--- config.mk ---
export PLATFORM = sky130hd
export DESIGN_NAME = irq_arbiter
export DESIGN_NICKNAME = d
export VERILOG_FILES = /design/src/rtl/irq_arb_pkg.sv /design/src/rtl/irq_src_map.sv /design/src/rtl/irq_pick.sv /design/src/rtl/irq_nest.sv /design/src/rtl/irq_arbiter.sv
export SDC_FILE = /design/constraint.sdc
export NUM_CORES = 1
export LEC_CHECK = 0
export BUFFER_PORTS_ARGS = -buffer_cell sky130_fd_sc_hd__buf_2
export CORE_MARGIN = 2
export CORE_UTILIZATION = 38
export DETAILED_ROUTE_END_ITERATION = 16
export PLACE_DENSITY = 0.68
export SLEW_MARGIN = 20
export SYNTH_ARGS = -nofsm -noshare
export SYNTH_HDL_FRONTEND = slang
export SYNTH_HIERARCHICAL = 1
export SYNTH_SLANG_ARGS = --single-unit
--- constraint.sdc ---
create_clock -name clk -period 10.3 [get_ports clk]
set_input_delay 2.06 -clock clk [delete_from_list [all_inputs] [get_ports clk]]
set_output_delay 2.06 -clock clk [all_outputs]
set_load 0.02 [all_outputs]
--- src/rtl/irq_arb_pkg.sv ---
package irq_arb_pkg;
   localparam int N_SRC  = 8;
   localparam int LVL_W  = 2;
   localparam int VEC_W  = 16;
   localparam int RANK_W = $clog2(N_SRC);

   // rank order, first wins on a tie
   localparam int RK_BOD  = 0;
   localparam int RK_WDT  = 1;
   localparam int RK_TM0  = 2;
   localparam int RK_KBD  = 3;
   localparam int RK_TM1  = 4;
   localparam int RK_CMP  = 5;
   localparam int RK_STX  = 6;
   localparam int RK_SER  = 7;

   // sources able to leave power-down
   localparam logic [N_SRC-1:0] WAKE_MASK = 8'b0010_1011;

   function automatic logic [VEC_W-1:0] rank_vector(input logic [RANK_W-1:0] rk);
      case (rk)
         3'd0:    return 16'h002B;
         3'd1:    return 16'h0053;
         3'd2:    return 16'h000B;
         3'd3:    return 16'h003B;
         3'd4:    return 16'h001B;
         3'd5:    return 16'h0043;
         3'd6:    return 16'h006B;
         default: return 16'h0023;
      endcase
   endfunction
endpackage

--- src/rtl/irq_src_map.sv ---
module irq_src_map
   import irq_arb_pkg::*;
(
   input  logic [7:0]                  en_a,
   input  logic [7:0]                  en_b,
   input  logic [7:0]                  hi_a,
   input  logic [7:0]                  lo_a,
   input  logic [7:0]                  hi_b,
   input  logic [7:0]                  lo_b,
   input  logic [7:0]                  mode,
   input  logic                        tmr0_flag,
   input  logic                        tmr1_flag,
   input  logic                        ser_rx_flag,
   input  logic                        ser_tx_flag,
   input  logic [2:0]                  ser_err_flags,
   input  logic                        bod_flag,
   input  logic                        wdt_flag,
   input  logic                        rtc_flag,
   input  logic                        kbd_flag,
   input  logic                        cmp_flag,
   output logic [N_SRC-1:0]            pend,
   output logic [N_SRC-1:0][LVL_W-1:0] lvl,
   output logic                        wake
);
   logic [N_SRC-1:0] raw, ena;
   logic split, err_on, gen;
   logic unused_bits;

   assign split  = mode[1];
   assign err_on = mode[0] & (|ser_err_flags);
   assign gen    = en_a[7];

   always_comb begin
      raw[RK_BOD] = bod_flag;              ena[RK_BOD] = en_a[5]; lvl[RK_BOD] = {hi_a[5], lo_a[5]};
      raw[RK_WDT] = wdt_flag | rtc_flag;   ena[RK_WDT] = en_a[6]; lvl[RK_WDT] = {hi_a[6], lo_a[6]};
      raw[RK_TM0] = tmr0_flag;             ena[RK_TM0] = en_a[1]; lvl[RK_TM0] = {hi_a[1], lo_a[1]};
      raw[RK_KBD] = kbd_flag;              ena[RK_KBD] = en_b[1]; lvl[RK_KBD] = {hi_b[1], lo_b[1]};
      raw[RK_TM1] = tmr1_flag;             ena[RK_TM1] = en_a[3]; lvl[RK_TM1] = {hi_a[3], lo_a[3]};
      raw[RK_CMP] = cmp_flag;              ena[RK_CMP] = en_b[2]; lvl[RK_CMP] = {hi_b[2], lo_b[2]};
      raw[RK_STX] = split & ser_tx_flag;   ena[RK_STX] = en_b[6]; lvl[RK_STX] = {hi_b[6], lo_b[6]};
      raw[RK_SER] = ser_rx_flag | err_on | (~split & ser_tx_flag);
      ena[RK_SER] = en_a[4];               lvl[RK_SER] = {hi_a[4], lo_a[4]};
   end

   assign pend = raw & ena & {N_SRC{gen}};
   assign wake = |(raw & ena & WAKE_MASK);

   assign unused_bits = ^{en_a[0], en_a[2], en_b[0], en_b[5:3], en_b[7],
                          hi_a[0], hi_a[2], hi_a[7], lo_a[0], lo_a[2], lo_a[7],
                          hi_b[0], hi_b[5:3], hi_b[7], lo_b[0], lo_b[5:3], lo_b[7],
                          mode[7:2]};
endmodule

--- src/rtl/irq_pick.sv ---
module irq_pick #(
   parameter int N  = 8,
   parameter int LW = 2,
   localparam int IW = (N > 1) ? $clog2(N) : 1
) (
   input  logic [N-1:0]         pend,
   input  logic [N-1:0][LW-1:0] lvl,
   output logic                 valid,
   output logic [IW-1:0]        idx,
   output logic [LW-1:0]        win_lvl
);
   generate
      if (N == 1) begin : g_single
         assign valid   = pend[0];
         assign idx     = '0;
         assign win_lvl = lvl[0];
      end else begin : g_scan
         always_comb begin
            valid   = 1'b0;
            idx     = '0;
            win_lvl = '0;
            // strict compare keeps the lowest rank among equals
            for (int i = 0; i < N; i++) begin
               if (pend[i] && (!valid || lvl[i] > win_lvl)) begin
                  valid   = 1'b1;
                  idx     = IW'(i);
                  win_lvl = lvl[i];
               end
            end
         end
      end
   endgenerate
endmodule

--- src/rtl/irq_nest.sv ---
module irq_nest #(
   parameter int LW = 2,
   localparam int DEPTH = 1 << LW
) (
   input  logic          clk,
   input  logic          rst_n,
   input  logic          push,
   input  logic [LW-1:0] push_lvl,
   input  logic          pop,
   output logic          busy,
   output logic [LW-1:0] top_lvl
);
   logic [DEPTH-1:0] live, live_nx;

   always_comb begin
      top_lvl = '0;
      for (int i = 0; i < DEPTH; i++)
         if (live[i]) top_lvl = LW'(i);
   end
   assign busy = |live;

   always_comb begin
      live_nx = live;
      if (pop && busy) live_nx[top_lvl] = 1'b0;
      if (push)        live_nx[push_lvl] = 1'b1;
   end

   always_ff @(posedge clk or negedge rst_n) begin
      if (!rst_n) live <= '0;
      else        live <= live_nx;
   end
endmodule

--- src/rtl/irq_arbiter.sv ---
module irq_arbiter
   import irq_arb_pkg::*;
#(
   parameter int DATA_W = 8,
   parameter int SEL_W  = 3
) (
   input  logic              clk,
   input  logic              rst_n,
   input  logic              reg_we,
   input  logic [SEL_W-1:0]  reg_sel,
   input  logic [DATA_W-1:0] reg_wdata,
   input  logic              tmr0_flag,
   input  logic              tmr1_flag,
   input  logic              ser_rx_flag,
   input  logic              ser_tx_flag,
   input  logic [2:0]        ser_err_flags,
   input  logic              bod_flag,
   input  logic              wdt_flag,
   input  logic              rtc_flag,
   input  logic              kbd_flag,
   input  logic              cmp_flag,
   input  logic              irq_ack,
   input  logic              irq_ret,
   output logic              irq_req,
   output logic [VEC_W-1:0]  irq_vector,
   output logic [LVL_W-1:0]  irq_level,
   output logic              wake
);
   generate
      if (DATA_W < 8) begin : g_bad_data
         $error("irq_arbiter: DATA_W must be at least 8");
      end
      if (SEL_W < 3) begin : g_bad_sel
         $error("irq_arbiter: SEL_W must be at least 3");
      end
   endgenerate

   logic [7:0] en_a, en_b, hi_a, lo_a, hi_b, lo_b, mode;
   logic       gen_en;

   always_ff @(posedge clk or negedge rst_n) begin
      if (!rst_n) begin
         en_a <= '0; en_b <= '0; hi_a <= '0; lo_a <= '0;
         hi_b <= '0; lo_b <= '0; mode <= '0;
      end else if (reg_we) begin
         case (reg_sel)
            SEL_W'(0): en_a <= reg_wdata[7:0];
            SEL_W'(1): en_b <= reg_wdata[7:0];
            SEL_W'(2): hi_a <= reg_wdata[7:0];
            SEL_W'(3): lo_a <= reg_wdata[7:0];
            SEL_W'(4): hi_b <= reg_wdata[7:0];
            SEL_W'(5): lo_b <= reg_wdata[7:0];
            SEL_W'(6): mode <= reg_wdata[7:0];
            default: ;
         endcase
      end
   end
   assign gen_en = en_a[7];

   logic [N_SRC-1:0]            pend;
   logic [N_SRC-1:0][LVL_W-1:0] lvl;

   irq_src_map u_map (
      .en_a(en_a), .en_b(en_b), .hi_a(hi_a), .lo_a(lo_a),
      .hi_b(hi_b), .lo_b(lo_b), .mode(mode),
      .tmr0_flag(tmr0_flag), .tmr1_flag(tmr1_flag),
      .ser_rx_flag(ser_rx_flag), .ser_tx_flag(ser_tx_flag),
      .ser_err_flags(ser_err_flags), .bod_flag(bod_flag),
      .wdt_flag(wdt_flag), .rtc_flag(rtc_flag),
      .kbd_flag(kbd_flag), .cmp_flag(cmp_flag),
      .pend(pend), .lvl(lvl), .wake(wake)
   );

   logic              cand_ok;
   logic [RANK_W-1:0] cand_idx;
   logic [LVL_W-1:0]  cand_lvl;

   irq_pick #(.N(N_SRC), .LW(LVL_W)) u_pick (
      .pend(pend), .lvl(lvl),
      .valid(cand_ok), .idx(cand_idx), .win_lvl(cand_lvl)
   );

   logic             ns_busy;
   logic [LVL_W-1:0] ns_top;
   logic             req_q;
   logic [VEC_W-1:0] vec_q;
   logic [LVL_W-1:0] lvl_q;
   logic             take;

   irq_nest #(.LW(LVL_W)) u_nest (
      .clk(clk), .rst_n(rst_n),
      .push(req_q & irq_ack), .push_lvl(lvl_q), .pop(irq_ret),
      .busy(ns_busy), .top_lvl(ns_top)
   );

   assign take = cand_ok && (!ns_busy || cand_lvl > ns_top);

   always_ff @(posedge clk or negedge rst_n) begin
      if (!rst_n) begin
         req_q <= 1'b0;
         vec_q <= '0;
         lvl_q <= '0;
      end else if (req_q) begin
         if (irq_ack) req_q <= 1'b0;
      end else if (take) begin
         req_q <= 1'b1;
         vec_q <= rank_vector(cand_idx);
         lvl_q <= cand_lvl;
      end
   end

   assign irq_req    = req_q;
   assign irq_vector = vec_q;
   assign irq_level  = lvl_q;
endmodule

==> metrics.yaml <==
sta:
  hold_slack_ns: 0.493
  setup_viol: 6
  tightest_slew_ns: 0.865
  rsz0062_at_grt: "yes"
  fin_setup_tns_ns: -0.0608
  worst_slack_ns: -0.0215
  skew_ns: 0.00618
  relSlewSlack_pct: 42.3
  fmax_ghz: 0.0969
  drv_slew: 0
  finalHoldViolations: 0
  min_period_ns: 10.32
  fin_crit_sh_pct: 100
outcome:
  failed_checks: "setup timing"
  status: "finished, violations left"
grt:
  antenna_found_initial: 0
  grt_use_total_pct: 15.0
  grt_overflow: 0
  grt_max_degree: 40
  grt_pass1_vias: 2133
  grt_first_pass_wirelength_mm: 9.87
routing:
  drc_errors: 0
  viasPerCell: 4.99
  ant_nets: 0
  dr.pass1.iters: 4
  vias: 2175
  finalWirelength_mm: 5.88
  wl_per_cell_um: 13.5
  dr.first_iter.drc_count: 107
die:
  floorplan.rows: 31
  pin_count: 48
  fp.dieW_um: 89.8
  die_y_um: 89.8
  start_util_pct: 39.0
  core_area_um2: 7180
  dieArea_um2: 8060
power_and_ir_drop:
  vdd_ir_drop_max_v: 0.000117
  power_frac_clock_pct: 16.4
  switching_share_pct: 36.5
  total_power_uw: 934
  power.density_cell_area_nw_per_um2: 260
  netSwitchingPower_uw: 341
  p_comb_share_pct: 58.9
  p_leak_nw: 1.67
  power_frac_seq_pct: 24.8
  p_int_uw: 594
clocking:
  cts-root-buf: "clkbuf_8"
  h-tree-depth: 2
  worstSkewPairLatency_ns: 0.30
  cts_hold_buf: 0
  cts_tree: "done"
  clk_pin_slew_ns: 0.08
  clock_path_buffers: 2
  cts_buffers: 5
  cts.sinks: 39
hold_path:
  hp-start: "irq_vector[1]"
  min_path_cells: 1
  hp-class: "flop to flop"
  whs_endpoint: "irq_vector[1]"
critical_path:
  required_ns: 10.48
  r2r_cells: 48
  start_kind: "input pin"
  timing.rr.end: "irq_vector[6]"
  timing.rr.start: "en_a[7]"
  worst_path_largest_cell_delay_ns: 0.32
  path_max_fanout: 8
  critical_path_arrival_ns: 10.50
  critPathCaptureType: "flop"
  path_class: "input pin to flop"
  cpMostUsedCell: "ha_1"
  rrSetupSlack_ns: 1.23
  slowest_stage: "o31a_1"
final_layout:
  antenna_cells: 0
  layout_common_cells: "dfrtp_1, buf_2, buf_4"
  final_cells: 436
  layout.nets: 380
  final_common_cell: "dfrtp_1"
  area_growth_pct: 28.7
  final_core_util_pct: 50.1
  drive_above_1_share_pct: 48.7
  stdcell_area_um2: 3600
placement:
  dp_slack_ns: -0.472
  placed_area_um2: 3280
  portBuffers: 37
  globalplace.congestion: 0.830
  dp.cells: 418
  hpwl_mm: 4.49
synthesis:
  synth_cells: 275
  yosys_warnings: 6
  synth_area_um2: 2800
  avgSynthCellArea_um2: 10.2
job:
  cap_violations: 0
## how the worst max path moves through the flow
stage / startpoint / end / cells past startpoint
detailed placement: bod_flag / irq_vector[6] / 48
finish: bod_flag / irq_vector[6] / 49
global route: bod_flag / irq_vector[6] / 49
CTS: bod_flag / irq_vector[6] / 49
floorplan: bod_flag / irq_level[0] / 47
global placement: bod_flag / irq_vector[4] / 48
## registers in the layout (all words and copies together), names as in the netlist
register / count
en_a: 6
en_b: 3
hi_a: 5
hi_b: 3
irq_level: 2
irq_req: 1
irq_vector: 5
lo_a: 5
lo_b: 3
mode: 2
u_nest/live: 4
## area by class of cell
cell class / count / area (um2)
Fill cell: 658 / 3580
Clock buffer: 5 / 68.8
Multi-Input combinational cell: 192 / 1790
Inverter: 24 / 90.1
Clock inverter: 3 / 67.6
Sequential cell: 39 / 976
Tap cell: 99 / 124
Timing Repair Buffer: 74 / 482
## power groups by stage
stage | clock [mW] | combinational [mW] | sequential, mW
final | 0.153 | 0.550 | 0.231
after global routing | 0.163 | 0.604 | 0.238
after CTS | 0.156 | 0.502 | 0.231
after detailed placement | 0 | 0.486 | 0.234
after global placement | 0 | 0.473 | 0.232
after floorplan | 0 | 0.361 | 0.235
## critical path: cells and delay by family
kind | cells | cell delay (ns)
AOI/OAI and AO/OA | 19 | 3.54
adders and majority gates | 8 | 2.08
buffers and inverters | 4 | 0.40
muxes | 1 | 0.29
and+or+nand+nor | 17 | 2.08
## layer usage
metal / global-route usage [%] / up-vias / routed length [um]
li1: - / 1063 / -
met1: 18.4 / 1056 / 2690
met2: 26.1 / 43 / 2850
met3: 2.68 / 13 / 187
met4: 6.03 / 0 / 148
met5: 0 / - / 0
## repair_timing
action                                  CTS  global route
setup buffers                             2             8
endpoints found under the setup margin    6             8
pin swaps                                12            18
resized for setup                         3            14
(Power assumes the default switching activity.)
